**src/rtl/mcw_pkg.sv**
```systemverilog
package mcw_pkg;
   // source select encoding
   typedef enum logic {
      SRC_OUT  = 1'b0,
      SRC_FAST = 1'b1
   } src_e;

   // verdict of one comparison
   typedef struct packed {
      logic above;
      logic below;
   } verdict_t;
endpackage

```
**src/rtl/mcw_src_select.sv**
```systemverilog
module mcw_src_select #(
   parameter int DATA_W   = 24,
   parameter bit HAS_FAST = 1'b1
) (
   input  logic                     src_sel,
   input  logic signed [DATA_W-1:0] out_data,
   input  logic signed [DATA_W-1:0] fast_data,
   output logic signed [DATA_W-1:0] cmp_val
);
   import mcw_pkg::*;

   generate
      if (HAS_FAST) begin : g_two_src
         always_comb begin
            if (src_e'(src_sel) == SRC_FAST) cmp_val = fast_data;
            else                             cmp_val = out_data;
         end
      end else begin : g_one_src
         logic unused_in;
         assign unused_in = src_sel ^ (^fast_data);
         assign cmp_val   = out_data;
      end
   endgenerate
endmodule

```
**src/rtl/mcw_compare.sv**
```systemverilog
module mcw_compare #(
   parameter int DATA_W = 24,
   parameter int CH_W   = 3,
   parameter bit PIPE   = 1'b0
) (
   input  logic                     clk,
   input  logic                     rst_n,
   input  logic                     valid_i,
   input  logic [CH_W-1:0]          chan_i,
   input  logic signed [DATA_W-1:0] val_i,
   input  logic signed [DATA_W-1:0] thr_hi_i,
   input  logic signed [DATA_W-1:0] thr_lo_i,
   output logic                     valid_o,
   output logic [CH_W-1:0]          chan_o,
   output mcw_pkg::verdict_t        verdict_o
);
   import mcw_pkg::*;

   verdict_t v_now;

   always_comb begin
      v_now.above = (val_i > thr_hi_i);
      v_now.below = (val_i < thr_lo_i);
   end

   generate
      if (PIPE) begin : g_reg
         always_ff @(posedge clk or negedge rst_n) begin
            if (!rst_n) begin
               valid_o   <= 1'b0;
               chan_o    <= '0;
               verdict_o <= '0;
            end else begin
               valid_o   <= valid_i;
               chan_o    <= chan_i;
               verdict_o <= v_now;
            end
         end
      end else begin : g_comb
         assign valid_o   = valid_i;
         assign chan_o    = chan_i;
         assign verdict_o = v_now;


         eq_hi_quiet_chk: assert property (@(posedge clk) disable iff (!rst_n)
            (val_i == thr_hi_i) |-> !verdict_o.above);

         eq_lo_quiet_chk: assert property (@(posedge clk) disable iff (!rst_n)
            (val_i == thr_lo_i) |-> !verdict_o.below);
      end
   endgenerate
endmodule

```
**src/rtl/mcw_flag_bank.sv**
```systemverilog
module mcw_flag_bank #(
   parameter int NUM_CH = 8
) (
   input  logic              clk,
   input  logic              rst_n,
   input  logic [NUM_CH-1:0] set_i,
   input  logic [NUM_CH-1:0] clr_i,
   output logic [NUM_CH-1:0] flag_o
);
   genvar i;
   generate
      for (i = 0; i < NUM_CH; i++) begin : g_bit
         always_ff @(posedge clk or negedge rst_n) begin
            if (!rst_n)        flag_o[i] <= 1'b0;
            else if (set_i[i]) flag_o[i] <= 1'b1;
            else if (clr_i[i]) flag_o[i] <= 1'b0;
         end


         sticky_hold_chk: assert property (@(posedge clk) disable iff (!rst_n)
            (flag_o[i] && !clr_i[i]) |=> flag_o[i]);

         clear_takes_chk: assert property (@(posedge clk) disable iff (!rst_n)
            (clr_i[i] && !set_i[i]) |=> !flag_o[i]);

         set_wins_chk: assert property (@(posedge clk) disable iff (!rst_n)
            set_i[i] |=> flag_o[i]);

         rise_cause_chk: assert property (@(posedge clk) disable iff (!rst_n)
            !flag_o[i] && !set_i[i] |=> !flag_o[i]);
      end
   endgenerate
endmodule

```
**src/rtl/mcw_watchdog.sv**
```systemverilog
module mcw_watchdog #(
   parameter int DATA_W   = 24,
   parameter int NUM_CH   = 8,
   parameter bit HAS_FAST = 1'b1,
   parameter bit PIPE     = 1'b0,
   localparam int CH_W    = (NUM_CH > 1) ? $clog2(NUM_CH) : 1
) (
   input  logic                     clk,
   input  logic                     rst_n,
   input  logic                     smp_valid,
   input  logic [CH_W-1:0]          smp_chan,
   input  logic signed [DATA_W-1:0] out_data,
   input  logic signed [DATA_W-1:0] fast_data,
   input  logic                     src_sel,
   input  logic [NUM_CH-1:0]        chan_mask,
   input  logic signed [DATA_W-1:0] thr_hi,
   input  logic signed [DATA_W-1:0] thr_lo,
   input  logic                     irq_en,
   input  logic [NUM_CH-1:0]        clr_hi,
   input  logic [NUM_CH-1:0]        clr_lo,
   output logic [NUM_CH-1:0]        hi_flags,
   output logic [NUM_CH-1:0]        lo_flags,
   output logic                     any_flag,
   output logic                     irq
);
   import mcw_pkg::*;

   generate
      if (DATA_W < 2) begin : g_bad_w
         $error("mcw_watchdog: DATA_W must be at least 2");
      end
      if (NUM_CH < 2 || NUM_CH > 64) begin : g_bad_ch
         $error("mcw_watchdog: NUM_CH must be in 2..64");
      end
   endgenerate

   logic signed [DATA_W-1:0] cmp_val;
   logic                     cmp_valid;
   logic [CH_W-1:0]          cmp_chan;
   verdict_t                 verdict;
   logic [NUM_CH-1:0]        set_hi, set_lo;

   mcw_src_select #(.DATA_W(DATA_W), .HAS_FAST(HAS_FAST)) i_sel (
      .src_sel  (src_sel),
      .out_data (out_data),
      .fast_data(fast_data),
      .cmp_val  (cmp_val)
   );

   mcw_compare #(.DATA_W(DATA_W), .CH_W(CH_W), .PIPE(PIPE)) i_cmp (
      .clk      (clk),
      .rst_n    (rst_n),
      .valid_i  (smp_valid),
      .chan_i   (smp_chan),
      .val_i    (cmp_val),
      .thr_hi_i (thr_hi),
      .thr_lo_i (thr_lo),
      .valid_o  (cmp_valid),
      .chan_o   (cmp_chan),
      .verdict_o(verdict)
   );

   // channel decode, gated by strobe and watch mask
   genvar c;
   generate
      for (c = 0; c < NUM_CH; c++) begin : g_dec
         logic hit;
         assign hit       = cmp_valid && (cmp_chan == CH_W'(c)) && chan_mask[c];
         assign set_hi[c] = hit && verdict.above;
         assign set_lo[c] = hit && verdict.below;
      end
   endgenerate

   mcw_flag_bank #(.NUM_CH(NUM_CH)) i_hi_bank (
      .clk   (clk),
      .rst_n (rst_n),
      .set_i (set_hi),
      .clr_i (clr_hi),
      .flag_o(hi_flags)
   );

   mcw_flag_bank #(.NUM_CH(NUM_CH)) i_lo_bank (
      .clk   (clk),
      .rst_n (rst_n),
      .set_i (set_lo),
      .clr_i (clr_lo),
      .flag_o(lo_flags)
   );

   assign any_flag = (|hi_flags) | (|lo_flags);
   assign irq      = any_flag & irq_en;


   mask_quiet_chk: assert property (@(posedge clk) disable iff (!rst_n)
      (cmp_valid && !chan_mask[cmp_chan] && !hi_flags[cmp_chan] && !lo_flags[cmp_chan])
      |=> !hi_flags[$past(cmp_chan)] && !lo_flags[$past(cmp_chan)]);

   idle_quiet_chk: assert property (@(posedge clk) disable iff (!rst_n)
      (!cmp_valid && hi_flags == '0 && lo_flags == '0) |=> (hi_flags == '0 && lo_flags == '0));

   irq_gate_chk: assert property (@(posedge clk) disable iff (!rst_n)
      irq |-> (irq_en && (hi_flags != '0 || lo_flags != '0)));

   always_comb begin
      if (!rst_n) begin
         reset_clear_chk: assert (hi_flags == '0 && lo_flags == '0);
      end
   end
endmodule

```
**config.mk**
```make
export PLATFORM = sky130hd
export DESIGN_NAME = mcw_watchdog
export DESIGN_NICKNAME = d
export VERILOG_FILES = /design/src/rtl/mcw_pkg.sv /design/src/rtl/mcw_src_select.sv /design/src/rtl/mcw_compare.sv /design/src/rtl/mcw_flag_bank.sv /design/src/rtl/mcw_watchdog.sv
export SDC_FILE = /design/constraint.sdc
export NUM_CORES = 1
export LEC_CHECK = 0
export BUFFER_PORTS_ARGS = -buffer_cell sky130_fd_sc_hd__buf_2
export CAP_MARGIN = 5
export CORE_MARGIN = 3
export CORE_UTILIZATION = 39
export CTS_CLUSTER_SIZE = 40
export DETAILED_ROUTE_END_ITERATION = 8
export PLACE_DENSITY_LB_ADDON = 0.25
export SLEW_MARGIN = 40
export SYNTH_ARGS = -nofsm -noshare
export SYNTH_HDL_FRONTEND = slang
export SYNTH_SLANG_ARGS = --single-unit
```
**constraint.sdc**
```tcl
create_clock -name clk -period 1.2 [get_ports clk]
set_clock_uncertainty 0.1 [all_clocks]
set_input_delay 0.24 -clock clk [delete_from_list [all_inputs] [get_ports clk]]
set_output_delay 0.24 -clock clk [all_outputs]
set_load 0.1 [all_outputs]
```
# Word-level counts from Yosys, hierarchy flattened
# Cells that the tools add are included.
[op_classes] n_bitwise=2 order_cmp=2 n_reduce_logical=51 eq_ne=7 mux=33
[op_table] cell="1-bit logical AND" count=32
[op_table] cell="1-bit 2-to-1 mux" count=32
[op_table] cell="2-bit nonzero test" count=16
[op_table] cell="24-bit greater-than comparator" count=1
[op_table] cell="24-bit less-than comparator" count=1
[op_table] cell="24-bit 2-to-1 mux" count=1
[op_table] cell="8-bit OR reduction" count=2
[op_table] cell="3-bit == test, second input constant" count=4
[op_table] cell="3-bit by 2-bit == test with 1-bit output, second input constant" count=2
[op_table] cell="3-bit by 1-bit == test with 1-bit output, second input constant" count=1
[op_table] cell="3-bit logical NOT" count=1
[op_table] cell="1-bit AND" count=1
[op_table] cell="1-bit OR" count=1
[word_totals] reg_bits=16 inputBits=128 elab_cells=111 output_inout_bits=18

# Longest topological paths before layout
# Gate-level depths: netlist (run 1).
[logic_depth] ltp_word=5 mapped_depth=10 depth_no_buf=8

# Modules after synthesis
# From an unflattened synthesis (run 1), not the netlist that was laid out.
[unflattened] cells_unflattened=283 hier_area_um2=2434.8
[by_module_without_submodules] mod="mcw_compare" instances=1 cells_each=172 seq_area_each_um2=0.0 area_per_inst_um2=1242.4
[by_module_without_submodules] mod="mcw_flag_bank" instances=2 cells_each=24 seq_area_each_um2=200.2 area_per_inst_um2=290.3
[by_module_without_submodules] mod="mcw_src_select" instances=1 cells_each=27 seq_area_each_um2=0.0 area_per_inst_um2=396.6
[by_module_without_submodules] mod="mcw_watchdog" instances=1 cells_each=36 seq_area_each_um2=0.0 area_per_inst_um2=215.2

# Least setup slack after synthesis (run 1)
# Ideal clock, no wire load.
[synth_path] path_kind="reg-to-output" startpoint="register i_lo_bank.flag_o[5]" endpoint="output irq" stages_incl_launch_ff=4 t_arrival_ns=2.971 path_buffers=0 setup_slack_ns=-2.111 required_time_ns=0.860 path_cell_list="dfrtp_1 > nor4_1 > nand4_1 > and2_1"
[synth_between] elab_chain_len=3
[synth_lines] item="start: declaration" line="mcw_flag_bank.sv:8" text="output logic [NUM_CH-1:0] flag_o"
[synth_lines] item="start signal: indexed assignment" line="mcw_flag_bank.sv:14" text="if (!rst_n) flag_o[i] <= 1'b0;"
[synth_lines] item="start signal: indexed assignment" line="mcw_flag_bank.sv:15" text="else if (set_i[i]) flag_o[i] <= 1'b1;"
[synth_lines] item="start signal: indexed assignment" line="mcw_flag_bank.sv:16" text="else if (clr_i[i]) flag_o[i] <= 1'b0;"
[synth_lines] item="8-bit OR reduction" line="mcw_watchdog.sv:90" text="assign any_flag = (|hi_flags) | (|lo_flags);"
[synth_lines] item="1-bit OR" line="mcw_watchdog.sv:90"
[synth_lines] item="via any_flag" line="mcw_watchdog.sv:23" text="output logic any_flag,"
[synth_lines] item="1-bit AND" line="mcw_watchdog.sv:91" text="assign irq = any_flag & irq_en;"
[synth_lines] item="end: declaration" line="mcw_watchdog.sv:24" text="output logic irq"
# The timed path passes the listed nets, and every way through them passes these cells.

# Worst setup path in the final report (run 1)
[layout_path] startpoint="input src_sel" endpoint="register i_lo_bank.flag_o[5]"
[layout_between] elab_chain_len=4 elab_cells_between_ends=5 cone_classes="order compare (1); mux (2); reduce/logical (2)"
[layout_lines] item="start: declaration" line="mcw_watchdog.sv:14" text="input logic src_sel,"
[layout_lines] item="24-bit 2-to-1 mux *" line="mcw_src_select.sv:15" text="if (src_e'(src_sel) == SRC_FAST) cmp_val = fast_data;"
[layout_lines] item="24-bit less-than comparator *" line="mcw_compare.sv:23" text="v_now.below = (val_i < thr_lo_i);"
[layout_lines] item="1-bit logical AND *" line="mcw_watchdog.sv:70" text="assign set_lo[c] = hit && verdict.below;"
[layout_lines] item="1-bit 2-to-1 mux / 2-bit nonzero test (equally long branches)"
# Mark *: on every way between the ends. The rest lies on a longest branch, timed or not.
# A chain may end at the register's enable or synchronous reset.

==> Flow_metrics.wiki, run 1 <==
{| class="wikitable"
! Metric !! Value
|-
| Share of flip-flops with an asynchronous set or reset after synthesis || 100%
|-
| Finish-stage setup viols || 34
|-
| Switching pwr || 1.14 mW
|-
| Count of placed standard cells including taps || 507
|-
| Max-Slew Margin vs Limit || 73.7%
|-
| Least-Margin Pin Slew || 0.394 ns
|-
| Number of placement rows || 26
|-
| Peak supply drop || 0.604 mV
|-
| Post-synth cell types || 32
|-
| Depth of the most critical reg-to-reg path || 4
|-
| Shortest period the worst path allows || 2.28 ns
|-
| Final period util || 190%
|-
| Post-Syn Instances || 264
|-
| TritonCTS sink count || 16
|-
| Remaining number of nets flagged by the antenna check after routing || 0
|-
| Sequential Power Share || 19.9%
|-
| Maximum buffer depth of the clock tree || 2
|-
| Worst flop-to-flop path endpoint || i_lo_bank.flag_o[0]
|-
| Crit path from || src_sel
|-
| Post-synthesis sequential area ratio || 18.3%
|-
| DR vias/cell || 5.29
|-
| Detailed Place HPWL || 6500 µm
|-
| Failing checks || negative setup slack
|-
| Iter 0 DRT Violations || 209
|-
| Combinational share of power || 63.1%
|-
| Worst Setup Path Type || in -> reg
|-
| Total routing resource utilization after global routing || 25.3%
|-
| Post-synth EDFFs || 0
|-
| Number of CTS-inserted buffers || 3
|-
| Final Hold Violating Endpoints || 0
|-
| # Max-Cap Violations || 0
|-
| Total count of max-transition violations in the final report || 0
|-
| Global-route wire length before repair || 13100 µm
|-
| Arrival time of the worst setup path || 2.30 ns
|-
| Area growth from synthesis to final layout || 95.0%
|-
| Buffers on Ports || 145
|-
| Share of power burned in the clock network || 17.0%
|-
| Htree depth || 1
|-
| Vias post-DR || 2772
|-
| Worst reg2reg path startpoint || i_lo_bank.flag_o[0]
|-
| Standby leakage power || 2.17 nW
|-
| Worst-skew pair later-pin latency || 0.25 ns
|-
| RSZ-0062 raised after global routing || true
|-
| Die X || 80.9 µm
|-
| Top achievable clock speed || 0.439 GHz
|-
| Master cell of the clock root buffer || clkbuf_8
|-
| Synthesized net count || 439
|-
| Setup TNS || -20.07 ns
|-
| Class of the tightest hold or removal check || in -> reg
|-
| Fraction of final layout cells sized beyond drive strength 1 || 61.6%
|-
| End of the critical path || i_lo_bank.flag_o[5]
|-
| Power density cells || 681 nW/µm²
|-
| Leading cell types in the layout, fill and taps excluded || buf_2 (126), inv_1 (65), ha_1 (30)
|-
| Internal Dissipation || 1.77 mW
|-
| Post-detailed-route wirelength per cell || 17.4 µm
|-
| Commonest non-fill, non-tap cell in the layout || buf_2
|-
| Overall overflow remaining after global route || 0
|-
| Most common flop cell mapped by yosys || dfrtp_1
|-
| Endpoint required time on the critical path || 1.22 ns
|-
| Number of antenna violations at the first check in global routing || 0
|-
| Reg2reg setup slack || 0.11 ns
|-
| CP Capture Type || register
|-
| Worst Setup Start Kind || input pin
|-
| Num ports || 146
|-
| Total wirelength of the detailed-routed design || 9100 µm
|-
| Initial DRT Pass Iterations || 4
|-
| Post-synthesis cell area || 2190 µm²
|-
| Synth Register Bits || 16
|-
| Maximum number of pins on one net before global-route repair || 17
|-
| Run status || finished, violations left
|-
| TritonCTS clock tree || yes
|-
| Number of remaining DRC errors || 0
|-
| CP max FO || 8
|-
| DIE AREA || 6550 µm²
|-
| Switching fraction of total power || 39.3%
|-
| Y dimension of the die || 80.9 µm
|-
| Effective utilization at floorplan || 41.5%
|-
| Clock-pin slew of the registers on the worst-case setup and hold paths || 0.07 ns
|-
| Area of the core region || 5270 µm²
|-
| Warning count from the yosys run || 0
|-
| Final weighted congestion in routability-driven placement || 0.889
|-
| Crit path setup slack, layout || -1.08 ns
|-
| Non-Filler Instances || 524
|-
| Syn avg cell area || 8.29 µm²
|-
| Vias in the first global route || 2867
|-
| Net count reported at finish || 629
|}
==> per-layer routing <==
metal  track usage (%)  share of wire [%]
met5                 0                  0
met4              7.94                3.4
met3              2.99                6.7
met2              48.0                 52
met1              29.3                 38
==> state kept, by name (all words and copies together), names as in the netlist <==
name and count:
i_hi_bank.flag_o 8, i_lo_bank.flag_o 8
==> worst max-delay path, stage by stage <==
cell	delay, ns
buf_12	0.12
buf_12	0.13
mux2_4	0.31
ha_1	0.28
nand4_1	0.15
nor4_2	0.31
o21ai_1	0.10
a31o_2	0.26
a41oi_4	0.26
o22ai_1	0.13
==> power groups by stage <==
| stage | combinational [mW] | clock (mW) | sequential (mW) |
|---|---|---|---|
| finish | 1.83 | 0.493 | 0.579 |
| global placement | 1.43 | 0 | 0.579 |
| global route | 1.97 | 0.526 | 0.580 |
| floorplan | 0.809 | 0 | 0.703 |
| CTS | 1.64 | 0.485 | 0.578 |
| detailed placement | 1.46 | 0 | 0.580 |
==> cells in the mapped netlist, drive strengths merged (7+ instances only) <==
master | number | area [µm²]
dfrtp | 16 | 400
o22ai | 17 | 106
nand4 | 10 | 62.6
o21ai | 7 | 35.0
ha | 47 | 588
a21oi | 14 | 70.1
inv | 65 | 244
nand2 | 10 | 37.5
mux2 | 24 | 270
nand3 | 10 | 50.1
==> cell type report <==
type | instances | area (µm²)
Antenna cell | 1 | 2.50
Tap cell | 70 | 87.6
Fill cell | 298 | 1000
Inverter | 65 | 244
Timing Repair Buffer | 188 | 1470
Sequential cell | 16 | 430
Multi-Input combinational cell | 180 | 1980
Clock buffer | 4 | 55.1
==> worst min path at each step <==
stage                    from                  end  cells after the start  slack (ns)
floorplan               rst_n  i_hi_bank.flag_o[0]                      0       -0.16
detailed placement      rst_n  i_lo_bank.flag_o[0]                      1        0.08
global placement        rst_n  i_lo_bank.flag_o[0]                      1        0.06
finish              clr_lo[7]  i_lo_bank.flag_o[7]                      2        0.06
CTS                 clr_hi[7]  i_hi_bank.flag_o[7]                      2        0.07
global route        clr_hi[5]  i_hi_bank.flag_o[5]                      2        0.07
==> through the flow <==
stage          setup WS [ns]  instance area, µm²  hold WS, ns  util [%]  total power [mW]
2_1_floorplan          -1.63                2490       -0.156         -              1.51
3_3_place_gp           -1.43                3730       0.0650      70.7              2.01
3_5_place_dp           -1.44                3730       0.0768      70.7              2.04
4_1_cts                -1.08                4130       0.0652      78.3              2.71
5_1_grt                -1.20                4270       0.0653      81.0              3.08
6_report               -1.08                4270       0.0640      81.0              2.91
==> kinds of logic (layout without fill, tap and decap cells) <==
| logic type | count (synthesis) | count (layout) | synth area share (%) |
|---|---|---|---|
| flip-flops | 16 | 16 | 18.3 |
| AND/OR/NAND/NOR | 53 | 53 | 12.9 |
| adder cells (fa/ha/maj) | 47 | 47 | 26.9 |
| buffers and inverters | 68 | 257 | 12.0 |
| multiplexers | 25 | 25 | 12.8 |
| AO/OA/AOI/OAI | 55 | 55 | 17.1 |
| other | 0 | 1 | 0 |
==> repair_timing <==
item                                    in CTS  in global routing
resized for setup                           62                 19
gates cloned                                 2                  0
setup buffers                                3                 11
endpoints found under the hold margin       16                  0
pin swaps                                   21                  4
hold buffers                                 1                  0
endpoints found under the setup margin      34                 34
Note: power is estimated with default switching activity, not from simulation.
==> inputs of run 2 (changes only) <==
REMOVE_ABC_BUFFERS = 1   (was not set)
==> Flow_metrics.wiki, run 2 (synthesis results as in run 1) <==
{| class="wikitable"
! Metric !! Value
|-
| Final period util || 188% (was 190%)
|-
| # fillers || 366 (was 298)
|-
| Area of the core region || 5270 µm² (unchanged)
|-
| Global-route wire length before repair || 12300 µm (was 13100 µm)
|-
| Crit path setup slack, layout || -1.05 ns (was -1.08 ns)
|-
| Number of CTS-inserted buffers || 3 (unchanged)
|-
| Worst-skew pair later-pin latency || 0.25 ns (about the same)
|-
| Y dimension of the die || 80.9 µm (unchanged)
|-
| DR vias/cell || 5.18 (was 5.29)
|-
| Failing checks || negative setup slack (unchanged)
|-
| Share of the core filled with cells in the final layout || 78.3% (was 81.0%)
|-
| Vias post-DR || 2713 (was 2772)
|-
| Iter 0 DRT Violations || 68 (was 209)
|-
| Num ports || 146 (unchanged)
|-
| Detailed Place HPWL || 6150 µm (was 6500 µm)
|-
| Start point of the worst min-delay path || clr_lo[0] (was clr_lo[7])
|-
| Least-Margin Pin Slew || 0.363 ns (was 0.394 ns)
|-
| TritonCTS sink count || 16 (unchanged)
|-
| Total count of max-transition violations in the final report || 0 (unchanged)
|-
| Post-detailed-route wirelength per cell || 15.9 µm (was 17.4 µm)
|-
| Setup TNS || -19.25 ns (was -20.07 ns)
|-
| Count of placed standard cells including taps || 512 (was 507)
|-
| Total wirelength of the detailed-routed design || 8310 µm (was 9100 µm)
|-
| Htree depth || 1 (unchanged)
|-
| Arrival time of the worst setup path || 2.28 ns (was 2.30 ns)
|-
| DIE AREA || 6550 µm² (unchanged)
|-
| Worst reg2reg path startpoint || i_hi_bank.flag_o[0] (was i_lo_bank.flag_o[0])
|-
| Area growth from synthesis to final layout || 88.3% (was 95.0%)
|-
| Non-Filler Instances || 524 (unchanged)
|-
| Shortest period the worst path allows || 2.25 ns (was 2.28 ns)
|-
| Initial DRT Pass Iterations || 4 (unchanged)
|-
| Worst hold margin || 0.0676 ns (was 0.0640 ns)
|-
| Final weighted congestion in routability-driven placement || 0.799 (was 0.889)
|-
| CP max FO || 8 (unchanged)
|-
| Standby leakage power || 2.16 nW (was 2.17 nW)
|-
| Final Hold Violating Endpoints || 0 (unchanged)
|-
| Number of placement rows || 26 (unchanged)
|-
| Fraction of final layout cells sized beyond drive strength 1 || 56.8% (was 61.6%)
|-
| Class of the tightest hold or removal check || in -> reg (unchanged)
|-
| Master cell of the clock root buffer || clkbuf_8 (unchanged)
|-
| Worst Setup Path Type || in -> reg (unchanged)
|-
| Overall overflow remaining after global route || 0 (unchanged)
|-
| Number of remaining DRC errors || 0 (unchanged)
|-
| Crit path from || src_sel (unchanged)
|-
| Number of antenna violations at the first check in global routing || 0 (unchanged)
|-
| Commonest non-fill, non-tap cell in the layout || buf_2 (unchanged)
|-
| Remaining number of nets flagged by the antenna check after routing || 0 (unchanged)
|-
| Clock-pin slew of the registers on the worst-case setup and hold paths || 0.06 ns (was 0.07 ns)
|-
| Max-Slew Margin vs Limit || 75.8% (was 73.7%)
|-
| Leading cell types in the layout, fill and taps excluded || buf_2 (126), inv_1 (65), ha_1 (35) (was buf_2 (126), inv_1 (65), ha_1 (30))
|-
| Net count reported at finish || 631 (was 629)
|-
| Power, Total || 2.74 mW (was 2.91 mW)
|-
| Endpoint required time on the critical path || 1.23 ns (was 1.22 ns)
|-
| # Max-Cap Violations || 0 (unchanged)
|-
| N_diodes || 0 (was 1)
|-
| Peak supply drop || 0.601 mV (was 0.604 mV)
|-
| Worst Setup Start Kind || input pin (unchanged)
|-
| Run status || finished, violations left (unchanged)
|-
| Vias in the first global route || 2802 (was 2867)
|-
| Effective utilization at floorplan || 41.5% (unchanged)
|-
| Maximum number of pins on one net before global-route repair || 17 (unchanged)
|-
| Buffers on Ports || 145 (unchanged)
|-
| Maximum buffer depth of the clock tree || 2 (unchanged)
|-
| Regs by FF count || i_hi_bank.flag_o: 8 flops, i_lo_bank.flag_o: 8 flops (unchanged)
|-
| Total routing resource utilization after global routing || 24.0% (was 25.3%)
|-
| Power density cells || 666 nW/µm² (was 681 nW/µm²)
|-
| TritonCTS clock tree || yes (unchanged)
|-
| Die X || 80.9 µm (unchanged)
|-
| Finish-stage setup viols || 34 (unchanged)
|-
| RSZ-0062 raised after global routing || true (unchanged)
|-
| Top achievable clock speed || 0.444 GHz (was 0.439 GHz)
|-
| CP Capture Type || register (unchanged)
|}
==> run 2: cell count changes in the layout (fill, tap and decap cells not counted), moves of 4 or more <==
cell / before / now
mux2_4: 20 / 9
ha_4: 17 / 12
mux2_2: 4 / 15
dfrtp_2: 12 / 0
ha_1: 30 / 35
dfrtp_4: 4 / 0
dfrtp_1: 0 / 16
==> run 2: critical path, cell delays in order <==
cell and delay [ns]:
buf_12 0.12, buf_12 0.13, mux2_4 0.32, ha_4 0.27, nand4_1 0.13, nor4_1 0.28, o21ai_1 0.11, a31o_2 0.24
a41oi_4 0.19, buf_12 0.17, o22ai_2 0.06
==> run 2: power by group <==
group / total, mW / leakage, nW / switching (mW) / internal [mW]
Combinational: 1.78 / 1.92 / 0.893 / 0.883
Sequential: 0.571 / 0.222 / 0.0152 / 0.556
Clock: 0.398 / 0.0216 / 0.175 / 0.223
Total: 2.74 / 2.16 / 1.08 / 1.66
==> run 2: area by class of cell <==
cell class	instances	area, µm²	share of cell area, %
clock buffers	3	41.3	1.00
inverters	65	244	5.92
multi-input cells	180	1850	44.9
flip-flops and latches	16	400	9.71
well taps	70	87.6	2.12
repair buffers	190	1500	36.4
==> run 2: worst paths after layout <==
kind	endpoint	slack, ns	cells after the start
worst min register to register	i_hi_bank.flag_o[5]	0.59	3
worst max-delay path	i_lo_bank.flag_o[2]	-1.05	11
max in group asynchronous	i_lo_bank.flag_o[4]	0.40	2
worst max register to register	i_hi_bank.flag_o[0]	0.26	3
worst min-delay path	i_lo_bank.flag_o[0]	0.07	2
min in group asynchronous	i_lo_bank.flag_o[6]	0.33	2
==> run 2: through the flow <==
stage	worst slack [ns]	cell area (µm²)
floorplan	-2.11	2170
global route	-1.14	4120
detailed placement	-1.52	3510
global placement	-1.42	3510
finish	-1.05	4120
CTS	-1.04	4070
==> run 2: metal layers <==
layer,wire length (µm),share of wire [%],track usage [%],vias up
met5,0,0,0,-
li1,-,-,-,1320
met2,4420,53,47.0,130
met3,631,7.6,3.33,14
met4,122,1.5,6.76,0
met1,3130,38,26.5,1249
==> run 2: repair_timing <==
| item | CTS | global route |
|---|---|---|
| hold buffers | 1 | 0 |
| cloned | 2 | 0 |
| pin swaps | 25 | 19 |
| endpoints found under the setup margin | 34 | 34 |
| buffers inserted | 11 | 7 |
| gates resized for setup | 75 | 16 |
| endpoints found under the hold margin | 16 | 0 |
